--- config.mk ---
export PLATFORM = sky130hd
export DESIGN_NAME = keyed_watchdog
export DESIGN_NICKNAME = d
export VERILOG_FILES = /design/src/rtl/wdt_pkg.sv /design/src/rtl/wdt_ctrl.sv /design/src/rtl/wdt_counter.sv /design/src/rtl/keyed_watchdog.sv
export SDC_FILE = /design/constraint.sdc
export NUM_CORES = 1
export LEC_CHECK = 0
export ABC_AREA = 1
export ABC_CLOCK_PERIOD_IN_PS = 3620
export BUFFER_PORTS_ARGS = -buffer_cell sky130_fd_sc_hd__buf_2
export CAP_MARGIN = 20
export CORE_MARGIN = 2
export CORE_UTILIZATION = 62
export DETAILED_ROUTE_END_ITERATION = 7
export PLACE_DENSITY = 0.85
export SLEW_MARGIN = 30
export SYNTH_ARGS = -nofsm -noshare
export SYNTH_HDL_FRONTEND = slang
export SYNTH_SLANG_ARGS = --single-unit
--- constraint.sdc ---
create_clock -name clk -period 3.62 [get_ports clk]
set_input_delay 0.362 -clock clk [delete_from_list [all_inputs] [get_ports clk]]
set_output_delay 0.362 -clock clk [all_outputs]
set_load 0.02 [all_outputs]
--- src/rtl/wdt_pkg.sv ---
package wdt_pkg;

   // mode register layout; bit positions are software-visible
   typedef struct packed {
      logic       en;       // [7]
      logic [1:0] sel;      // [6:5]
      logic       rsv4;     // [4]
      logic       idle_run; // [3]
      logic [2:0] rsv;      // [2:0]
   } wdt_mode_t;

   localparam logic       ADDR_MODE   = 1'b0;
   localparam logic       ADDR_CMD    = 1'b1;
   localparam logic [7:0] KEY_CLEAR   = 8'h4E;
   localparam logic [7:0] KEY_DISABLE = 8'hB1;
   localparam int         NUM_SEL     = 4;

endpackage

--- src/rtl/wdt_ctrl.sv ---
module wdt_ctrl
   import wdt_pkg::*;
#(
   parameter logic [7:0] CLEAR_KEY   = KEY_CLEAR,
   parameter logic [7:0] DISABLE_KEY = KEY_DISABLE
) (
   input  logic       clk,
   input  logic       rst_n,
   input  logic       bus_wr,
   input  logic       bus_addr,
   input  logic [7:0] bus_wdata,
   output logic [7:0] bus_rdata,
   output wdt_mode_t  mode,
   output logic       wd_on,
   output logic       cnt_clr
);

   logic      wr_mode, wr_cmd, key_clr, key_dis, rearm;
   wdt_mode_t mode_d;

   assign wr_mode = bus_wr && (bus_addr == ADDR_MODE);
   assign wr_cmd  = bus_wr && (bus_addr == ADDR_CMD);
   assign key_clr = wr_cmd && (bus_wdata == CLEAR_KEY);
   assign key_dis = wr_cmd && (bus_wdata == DISABLE_KEY) && !mode.en;
   assign rearm   = wr_mode && bus_wdata[7] && !wd_on;
   assign cnt_clr = key_clr || rearm;

   always_comb begin
      mode_d          = wdt_mode_t'(bus_wdata);
      mode_d.rsv4     = 1'b0;
      mode_d.rsv      = '0;
   end

   always_ff @(posedge clk or negedge rst_n) begin
      if (!rst_n) begin
         mode  <= '{en: 1'b1, sel: 2'b00, rsv4: 1'b0, idle_run: 1'b0, rsv: 3'b000};
         wd_on <= 1'b1;
      end else begin
         if (wr_mode) mode <= mode_d;
         if (rearm)        wd_on <= 1'b1;
         else if (key_dis) wd_on <= 1'b0;
      end
   end

   assign bus_rdata = (bus_addr == ADDR_MODE) ? 8'(mode) : 8'h00;

   // the disable key is refused while the enable bit is set
   a_r6_key_refused: assert property (@(posedge clk) disable iff (!rst_n)
      (wr_cmd && bus_wdata == DISABLE_KEY && mode.en && wd_on) |=> wd_on);
   // the disable key after clearing the enable bit stops the watchdog
   a_r5_two_step_off: assert property (@(posedge clk) disable iff (!rst_n)
      (wr_cmd && bus_wdata == DISABLE_KEY && !mode.en) |=> !wd_on);
   // the watchdog comes back on only through a mode write
   a_r8_rearm_path: assert property (@(posedge clk) disable iff (!rst_n)
      $rose(wd_on) |-> $past(wr_mode) && mode.en);

endmodule

--- src/rtl/wdt_counter.sv ---
module wdt_counter
   import wdt_pkg::*;
#(
   parameter int CNT_W    = 22,
   parameter int SEL_BASE = 16,
   parameter int SEL_STEP = 2
) (
   input  logic       clk,
   input  logic       rst_n,
   input  wdt_mode_t  mode,
   input  logic       wd_on,
   input  logic       cnt_clr,
   input  logic       pm_idle,
   input  logic       pm_sleep,
   input  logic       pm_stop,
   input  logic       bus_granted,
   output logic       irq,
   output logic       rst_req
);

   localparam int TOP_SH = SEL_BASE + (NUM_SEL - 1) * SEL_STEP;

   if (SEL_BASE < 1)     $error("wdt_counter: SEL_BASE must be at least 1");
   if (SEL_STEP < 1)     $error("wdt_counter: SEL_STEP must be at least 1");
   if (TOP_SH > CNT_W)   $error("wdt_counter: longest period does not fit CNT_W");

   logic [CNT_W-1:0] lim_tab [NUM_SEL];
   logic [CNT_W-1:0] cnt;
   logic             hold_zero, run, wrap;

   for (genvar g = 0; g < NUM_SEL; g++) begin : g_lim
      localparam int SH = SEL_BASE + g * SEL_STEP;
      assign lim_tab[g] = {CNT_W{1'b1}} >> (CNT_W - SH);
   end

   // bus grant deliberately takes no part in the gating
   logic unused_grant;
   assign unused_grant = bus_granted;

   assign hold_zero = !wd_on || pm_sleep || pm_stop || cnt_clr;
   assign run       = !pm_idle || mode.idle_run;
   assign wrap      = (cnt == lim_tab[mode.sel]);

   always_ff @(posedge clk or negedge rst_n) begin
      if (!rst_n) begin
         cnt     <= '0;
         irq     <= 1'b0;
         rst_req <= 1'b0;
      end else begin
         irq     <= 1'b0;
         rst_req <= 1'b0;
         if (hold_zero) begin
            cnt <= '0;
         end else if (run) begin
            if (wrap) begin
               cnt     <= '0;
               irq     <= 1'b1;
               rst_req <= 1'b1;
            end else begin
               cnt <= cnt + 1'b1;
            end
         end
      end
   end

   // each interrupt lasts one clock
   a_r2_single_pulse: assert property (@(posedge clk) disable iff (!rst_n)
      irq |=> !irq);
   // a pulse leaves the counter restarted from zero
   a_r3_wrap_zero: assert property (@(posedge clk) disable iff (!rst_n)
      irq |-> (cnt == '0));
   // sleep and stop force the count to zero
   a_r9_low_power_zero: assert property (@(posedge clk) disable iff (!rst_n)
      (pm_sleep || pm_stop) |=> (cnt == '0) && !irq);
   // idle without the run bit freezes the count
   a_r10_idle_freeze: assert property (@(posedge clk) disable iff (!rst_n)
      (pm_idle && !mode.idle_run && !hold_zero) |=> $stable(cnt));
   // reset request follows the interrupt
   a_r2_req_matches: assert property (@(posedge clk) disable iff (!rst_n)
      rst_req == irq);

endmodule

--- src/rtl/keyed_watchdog.sv ---
module keyed_watchdog
   import wdt_pkg::*;
#(
   parameter int         CNT_W       = 22,
   parameter int         SEL_BASE    = 16,
   parameter int         SEL_STEP    = 2,
   parameter logic [7:0] CLEAR_KEY   = KEY_CLEAR,
   parameter logic [7:0] DISABLE_KEY = KEY_DISABLE
) (
   input  logic       clk,
   input  logic       rst_n,
   input  logic       bus_wr,
   input  logic       bus_addr,
   input  logic [7:0] bus_wdata,
   output logic [7:0] bus_rdata,
   input  logic       pm_idle,
   input  logic       pm_sleep,
   input  logic       pm_stop,
   input  logic       bus_granted,
   output logic       wdt_irq,
   output logic       wdt_rst_req
);

   if (CLEAR_KEY == DISABLE_KEY) $error("keyed_watchdog: keys must differ");

   wdt_mode_t mode;
   logic      wd_on, cnt_clr;

   wdt_ctrl #(
      .CLEAR_KEY   (CLEAR_KEY),
      .DISABLE_KEY (DISABLE_KEY)
   ) u_ctrl (
      .clk       (clk),
      .rst_n     (rst_n),
      .bus_wr    (bus_wr),
      .bus_addr  (bus_addr),
      .bus_wdata (bus_wdata),
      .bus_rdata (bus_rdata),
      .mode      (mode),
      .wd_on     (wd_on),
      .cnt_clr   (cnt_clr)
   );

   wdt_counter #(
      .CNT_W    (CNT_W),
      .SEL_BASE (SEL_BASE),
      .SEL_STEP (SEL_STEP)
   ) u_cnt (
      .clk         (clk),
      .rst_n       (rst_n),
      .mode        (mode),
      .wd_on       (wd_on),
      .cnt_clr     (cnt_clr),
      .pm_idle     (pm_idle),
      .pm_sleep    (pm_sleep),
      .pm_stop     (pm_stop),
      .bus_granted (bus_granted),
      .irq         (wdt_irq),
      .rst_req     (wdt_rst_req)
   );

   // a stopped watchdog raises nothing
   a_r5_quiet_when_off: assert property (@(posedge clk) disable iff (!rst_n)
      !wd_on |=> !wdt_irq);

endmodule

==> impl_results.md, run 1 <==
- Run status: finished clean
- Data required time of the worst path: 3.87 ns
- EDFF count, synth: 0
- Fraction of layout instances using a drive strength above 1: 14.1%
- Longest individual stage delay on the worst path: 0.50 ns
- Leakage Power: 1.09 nW
- Kind of start point of the critical path: flop
- Worst Max-Slew Pin Slew: 0.625 ns
- Core Footprint: 0.00305 mm²
- Maximum number of pins on one net before global-route repair: 29
- DRC violation total after the first TritonRoute iteration: 133
- Max transition margin: 58.3%
- Remaining Overflow, GRT: 0
- Post-route clock skew: 0.00642 ns
- Register area share after synthesis: 35.5%
- Initial Util: 65.0%
- Number of levels the H-tree was split into: 1
- Average vias per placed instance: 5.08
- Number of cells produced by synthesis: 306
- Post-layout power: 614 µW
- Detailed Route WL: 4.06 mm
- Initial antenna violation count: 0
- Ports placed on the boundary: 26
- Post-Place Setup Slack: 1.86 ns
- Worst-path maximum fanout: 6
- Routed Antenna Nets: 0
- Worst endpoint data arrival time: 2.05 ns
- CTS Sinks: 28
- Origin of the critical flop-to-flop path: u_cnt.cnt[0]
- Area growth from synthesis to layout: 8.20%
- Final routed DRC violation total: 0
- Number of I/O port buffers: 20
- Post-route clock period utilization: 49.6%
- Highest ir drop seen on vdd: 0.218 mV
- Mean post-synth cell area: 6.48 µm²
- Highest achievable clock rate: 0.557 GHz
- Setup repair after global routing missed its margin: no
- Dominant register cell in the synthesized netlist: sky130_fd_sc_hd__dfrtp_1
- Buffer levels on the longest clock path: 2
- Most numerous cell on the critical path: sky130_fd_sc_hd__nand2_1
- Final setup violation count: 0
- Proportion of register bits with asynchronous set or reset after synthesis: 100%
- Wire length of the first global-routing pass: 6.53 mm
- Clock latency of the later-clocked register in the worst-skew pair: 0.34 ns
- Height of the die: 60.6 µm
- Final nets: 344
- Worst hold path class: primary input to async pin
- Total number of vias: 1879
- Quantity of gates resized following cts: 0
- Power per unit of standard cell area: 286 mW/mm²
- Yosys cell types: 25
- Worst-path clk slew: 0.16 ns
- Die area: 0.00367 mm²
- Utilization after layout: 70.3%
- Clock tree from TritonCTS: built
- Total global-route track usage: 23.5%
- Cell family with the largest share of critical-path delay: simple AND/OR/NAND/NOR gates
- R2R depth: 8
- Cell type of the slowest stage on the worst timing path: sky130_fd_sc_hd__dfrtp_1
- List of cells traversed by the critical path: ha_1 -> nand2_1 -> nor2_1 -> nand2_2 -> nor3_1 -> nand2_1 -> nand4_1 -> nand2_1
- Total negative slack: 0 ns
- Horiz. Die Dim: 60.6 µm
- Time the worst path needs with I/O delays and setup: 1.80 ns
- Buf/Inv on CP: 0
- Setup bufs post-CTS: 0
- Critical path class: flop to flop
- 1st-pass router iterations: 4
- Number of buffers added by the clock tree synthesis step: 3
- Slack of the worst reg-to-reg path: 1.82 ns
- Endpoint of the worst-slack reg-to-reg timing path: u_cnt.cnt[9]
- Final RePlAce weighted congestion: 0.859
- Vias in the first global route: 1509
- Final-layout worst hold slack: 0.0108 ns
- Setup slack of the critical path after layout: 1.82 ns
- Number of flip-flops and latches in the synthesized netlist: 28
- Clock root cell: sky130_fd_sc_hd__clkbuf_4
- CTS hold repair buffers: 0
- Hold violation count in the final report: 0
- DPL Wire Length: 3.12 mm
- Total number of placement rows: 20
- Warnings, synthesis: 0
- Number of inserted diodes: 0
- # Max-Cap Violations: 0
- Critical path endpoint category: flop
- Routed wire length per instance: 11.0 µm
- Area of the mapped netlist: 0.00198 mm²
- Total count of max-transition violations in the final report: 0
registers in the layout (all words and copies together) (netlist names):
signal and flops:
u_cnt.cnt 22, u_cnt.irq 1, u_ctrl.mode 4, u_ctrl.wd_on 1
placed cells by master, fill, tap and decap left out, types with 2 or more instances in the layout:
| master | count |
|---|---|
| sky130_fd_sc_hd__nand2_1 | 97 |
| sky130_fd_sc_hd__nor2_1 | 45 |
| sky130_fd_sc_hd__inv_1 | 44 |
| sky130_fd_sc_hd__nand3_1 | 26 |
| sky130_fd_sc_hd__dfrtp_1 | 26 |
| sky130_fd_sc_hd__buf_2 | 20 |
| sky130_fd_sc_hd__nand4_1 | 14 |
| sky130_fd_sc_hd__o21ai_0 | 8 |
| sky130_fd_sc_hd__nand2_2 | 7 |
| sky130_fd_sc_hd__nor3_1 | 6 |
| sky130_fd_sc_hd__nor2_2 | 4 |
| sky130_fd_sc_hd__xor2_1 | 4 |
| sky130_fd_sc_hd__conb_1 | 4 |
| sky130_fd_sc_hd__nor4_1 | 3 |
| sky130_fd_sc_hd__inv_2 | 3 |
| sky130_fd_sc_hd__clkbuf_4 | 3 |
| sky130_fd_sc_hd__nand3_2 | 2 |
| sky130_fd_sc_hd__dfstp_2 | 2 |
through the flow:
stage,cells,instance area (µm²)
floorplan,309,1990
global placement,366,2090
detailed placement,366,2090
CTS,370,2150
global route,370,2150
finish,370,2150
how the worst max path moves through the flow:
stage                             from             to  slack, ns  cells past startpoint
after CTS                 u_cnt.cnt[0]  u_cnt.cnt[21]       1.83                      8
after global placement    u_cnt.cnt[0]   u_cnt.cnt[9]       1.84                      8
after global routing      u_cnt.cnt[0]  u_cnt.cnt[21]       1.58                      8
final                     u_cnt.cnt[0]   u_cnt.cnt[9]       1.82                      8
after floorplan           u_cnt.cnt[0]   u_cnt.cnt[9]       2.15                      8
after detailed placement  u_cnt.cnt[0]  u_cnt.cnt[15]       1.86                      8
area by class of cell:
| class | instances | area (µm²) |
|---|---|---|
| tap | 44 | 55.1 |
| multi-input combinational | 227 | 1060 |
| timing repair buffer | 20 | 100 |
| clock buffer | 3 | 22.5 |
| clock inverter | 1 | 30.0 |
| fill | 271 | 907 |
| sequential | 28 | 703 |
| inverter | 47 | 176 |
logic make-up after synthesis:
group / synth area share, %
simple gates: 47.6
buf+inv: 11.7
flops: 35.5
compound gates: 2.65
xor+xnor: 1.77
fa+ha+maj: 0.631
other cells: 0.189
synth_stat cells, types with 2 or more instances:
library cell / number / area (µm²)
sky130_fd_sc_hd__dfrtp_1: 26 / 651
sky130_fd_sc_hd__o21ai_0: 8 / 40.0
sky130_fd_sc_hd__nor2_2: 4 / 25.0
sky130_fd_sc_hd__dfstp_2: 2 / 52.6
sky130_fd_sc_hd__xor2_1: 4 / 35.0
sky130_fd_sc_hd__nor4_1: 3 / 18.8
sky130_fd_sc_hd__nand2_2: 7 / 43.8
sky130_fd_sc_hd__nand2_1: 97 / 364
sky130_fd_sc_hd__inv_1: 44 / 165
sky130_fd_sc_hd__nand3_2: 2 / 20.0
sky130_fd_sc_hd__nand3_1: 26 / 130
sky130_fd_sc_hd__buf_4: 6 / 45.0
sky130_fd_sc_hd__nor3_1: 6 / 30.0
sky130_fd_sc_hd__nor2_1: 45 / 169
sky130_fd_sc_hd__nand4_1: 14 / 87.6
sky130_fd_sc_hd__inv_2: 3 / 11.3
power breakdown:
| part | switching, mW | internal [mW] |
|---|---|---|
| combinational | 0.0552 | 0.0221 |
| sequential | 0.00559 | 0.321 |
| clock | 0.0982 | 0.112 |
| total | 0.159 | 0.455 |
metal layers:
metal	wire length, µm	global-route usage [%]
met1	1940	33.7
met2	1880	38.5
met3	210	2.56
met4	38	5.59
met5	0	0
No activity file was read; power rests on OpenSTA's default activity.
==> run 2, diff against run 1 <==
--- a/config.mk
+++ b/config.mk
@@ -6,13 +6,13 @@
 export NUM_CORES = 1
 export LEC_CHECK = 0
 export ABC_AREA = 1
-export ABC_CLOCK_PERIOD_IN_PS = 3620
+export ABC_CLOCK_PERIOD_IN_PS = 1600
 export BUFFER_PORTS_ARGS = -buffer_cell sky130_fd_sc_hd__buf_2
 export CAP_MARGIN = 20
 export CORE_MARGIN = 2
-export CORE_UTILIZATION = 62
+export CORE_UTILIZATION = 52
 export DETAILED_ROUTE_END_ITERATION = 7
-export PLACE_DENSITY = 0.85
+export PLACE_DENSITY = 0.76
 export SLEW_MARGIN = 30
 export SYNTH_ARGS = -nofsm -noshare
 export SYNTH_HDL_FRONTEND = slang
==> constraint.sdc (replaced) <==
create_clock -name clk -period 1.6 [get_ports clk]
set_input_delay 0.16 -clock clk [delete_from_list [all_inputs] [get_ports clk]]
set_output_delay 0.16 -clock clk [all_outputs]
set_load 0.02 [all_outputs]
==> impl_results.md, run 2 (synthesis gave the netlist of run 1 again) <==
- Highest achievable clock rate: 0.644 GHz
- Leakage Power: 1.19 nW
- Internal Pwr Total: 1.02 mW
- Fill cells: 322
- Cell family with the largest share of critical-path delay: simple AND/OR/NAND/NOR gates
- Total count of max-transition violations in the final report: 0
- Worst hold path class: primary input to flop
- Time the worst path needs with I/O delays and setup: 1.55 ns
- Setup repair after global routing missed its margin: yes
- Height of the die: 65.8 µm
- Final RePlAce weighted congestion: 0.885
- Final setup violation count: 0
- Non-filler cells in the finished layout: 390
- DRC violation total after the first TritonRoute iteration: 144
- Worst Max-Slew Pin Slew: 0.608 ns
- Critical path class: flop to flop
- Critical path endpoint category: flop
- Kind of start point of the critical path: flop
- Origin of the critical flop-to-flop path: u_cnt.cnt[8]
- Routed wire length per instance: 11.5 µm
- Highest ir drop seen on vdd: 0.378 mV
- Clock root cell: sky130_fd_sc_hd__clkbuf_8
- Wire length of the first global-routing pass: 7.46 mm
- Core Footprint: 0.00366 mm²
- Number of buffers added by the clock tree synthesis step: 3
- Clock latency of the later-clocked register in the worst-skew pair: 0.27 ns
- Startpoint of the worst hold path: bus_wdata[5]
- Number of I/O port buffers: 20
- NetSw: 374 µW
- # Max-Cap Violations: 0
- Data required time of the worst path: 1.77 ns
- Total number of placement rows: 22
- Longest individual stage delay on the worst path: 0.42 ns
- CTS Sinks: 28
- Max transition margin: 59.4%
- Buf/Inv on CP: 0
- Setup slack of the critical path after layout: 0.0467 ns
- Power per unit of standard cell area: 591 mW/mm²
- Launching instance or port of the critical path: u_cnt.cnt[8]
- Endpoint of the worst-slack reg-to-reg timing path: u_cnt.cnt[21]
- Die area: 0.00432 mm²
- Run status: finished clean
- Leading cell type in the layout, fill and taps excluded: sky130_fd_sc_hd__nand2_1
- Final-layout worst hold slack: 0.120 ns
- Final nets: 360
- Register bank with the most flops: u_cnt.cnt
- Total number of vias: 1988
- Total global-route track usage: 22.0%
- Placed cell areas: 0.00218 mm²
- Largest registers in the final layout: u_cnt.cnt: 22 flops, u_ctrl.mode: 4 flops
- Hold path depth: 3
- Ports placed on the boundary: 26
- Net switching share of the total power: 26.9%
- Initial antenna violation count: 0
- Power share of the sequential group: 53.0%
- Buffer levels on the longest clock path: 2
- Initial Util: 54.2%
- Area growth from synthesis to layout: 18.7%
- Cell type of the slowest stage on the worst timing path: sky130_fd_sc_hd__dfrtp_1
- Placed Instances: 379
- Vias in the first global route: 1717
- Maximum number of pins on one net before global-route repair: 29
- Number of levels the H-tree was split into: 1
- Worst-path maximum fanout: 8
- Slack of the worst reg-to-reg path: 0.05 ns
- Clk network pwr share: 31.9%
- Fraction of layout instances using a drive strength above 1: 24.0%
- Post-Place Setup Slack: 0.0496 ns
- DPL Wire Length: 3.31 mm
- Horiz. Die Dim: 65.8 µm
- Worst endpoint data arrival time: 1.72 ns
- 1st-pass router iterations: 4
- R2R depth: 7
- Remaining Overflow, GRT: 0
- Hold violation count in the final report: 0
- Final instance area: 0.00235 mm²
- List of cells traversed by the critical path: nand2_1 -> nor2_1 -> nand4_1 -> nor2_2 -> nor2_4 -> nor2_4 -> nor2_1
- Post-route clock skew: 0.00293 ns
- Worst-path clk slew: 0.10 ns
- Clock tree from TritonCTS: built
- Number of flip-flops under the largest register name: 22
- Post-route clock period utilization: 97.1%
- Routed Antenna Nets: 0
- Number of inserted diodes: 0
- Comb power frac: 15.1%
- Final routed DRC violation total: 0
- Detailed Route WL: 4.48 mm
- Worst Hold Endpoint: u_ctrl.mode[5]
- Highest-count cells in the layout ignoring fill and taps: sky130_fd_sc_hd__nand2_1, sky130_fd_sc_hd__inv_1, sky130_fd_sc_hd__nor2_1
- Average vias per placed instance: 5.10
run 2: worst min-delay path, stage by stage:
cell and delay [ns]:
sky130_fd_sc_hd__buf_2 0.09, sky130_fd_sc_hd__nand2_1 0.04, sky130_fd_sc_hd__o21ai_0 0.07
run 2: metrics by stage:
step           setup TNS (ns)  total power, mW  utilization, %
4_1_cts                     0             1.38            61.3
3_3_place_gp                0            0.944            59.5
5_1_grt                -0.325             1.46            64.3
2_1_floorplan               0            0.870               -
6_report                    0             1.39            64.3
3_5_place_dp                0            0.945            59.5
run 2: power groups by stage:
| stage | sequential [mW] | combinational (mW) | clock, mW |
|---|---|---|---|
| floorplan | 0.749 | 0.121 | 0 |
| global placement | 0.749 | 0.194 | 0 |
| detailed placement | 0.749 | 0.196 | 0 |
| CTS | 0.735 | 0.198 | 0.449 |
| global route | 0.739 | 0.236 | 0.487 |
| finish | 0.737 | 0.211 | 0.444 |
run 2: worst max-delay path by stage:
stage                     to  slack [ns]  cells after the start
4_1_cts        u_cnt.cnt[17]        0.02                      8
6_report       u_cnt.cnt[21]        0.05                      7
5_1_grt        u_cnt.cnt[21]       -0.06                      7
2_1_floorplan   u_cnt.cnt[9]        0.13                      8
3_3_place_gp   u_cnt.cnt[11]        0.07                      8
3_5_place_dp   u_cnt.cnt[17]        0.05                      8
run 2: cell type report:
| cell class | instances | area, µm² | share of cell area (%) |
|---|---|---|---|
| inverter | 47 | 179 | 7.60 |
| tap | 48 | 60.1 | 2.55 |
| sequential | 28 | 707 | 30.0 |
| timing repair buffer | 36 | 235 | 9.99 |
| clock buffer | 4 | 55.1 | 2.34 |
| multi-input combinational | 227 | 1120 | 47.5 |
run 2: per-layer routing:
layer / vias to the layer above / share of wire [%] / routed length [µm] / track usage (%)
met1: 907 / 48 / 2150 / 31.1
met3: 9 / 4.0 / 179 / 2.05
met5: - / 0 / 0 / 0
met4: 0 / 0.98 / 44 / 6.25
li1: 1021 / - / - / -
met2: 51 / 47 / 2110 / 35.9
run 2: timing repair:
| item | CTS | global route |
|---|---|---|
| endpoints found under the setup margin | 0 | 16 |
| gates resized for setup | 0 | 25 |
| setup buffers | 0 | 6 |
| hold buffers | 1 | 0 |
| hold endpoints to repair | 26 | 0 |
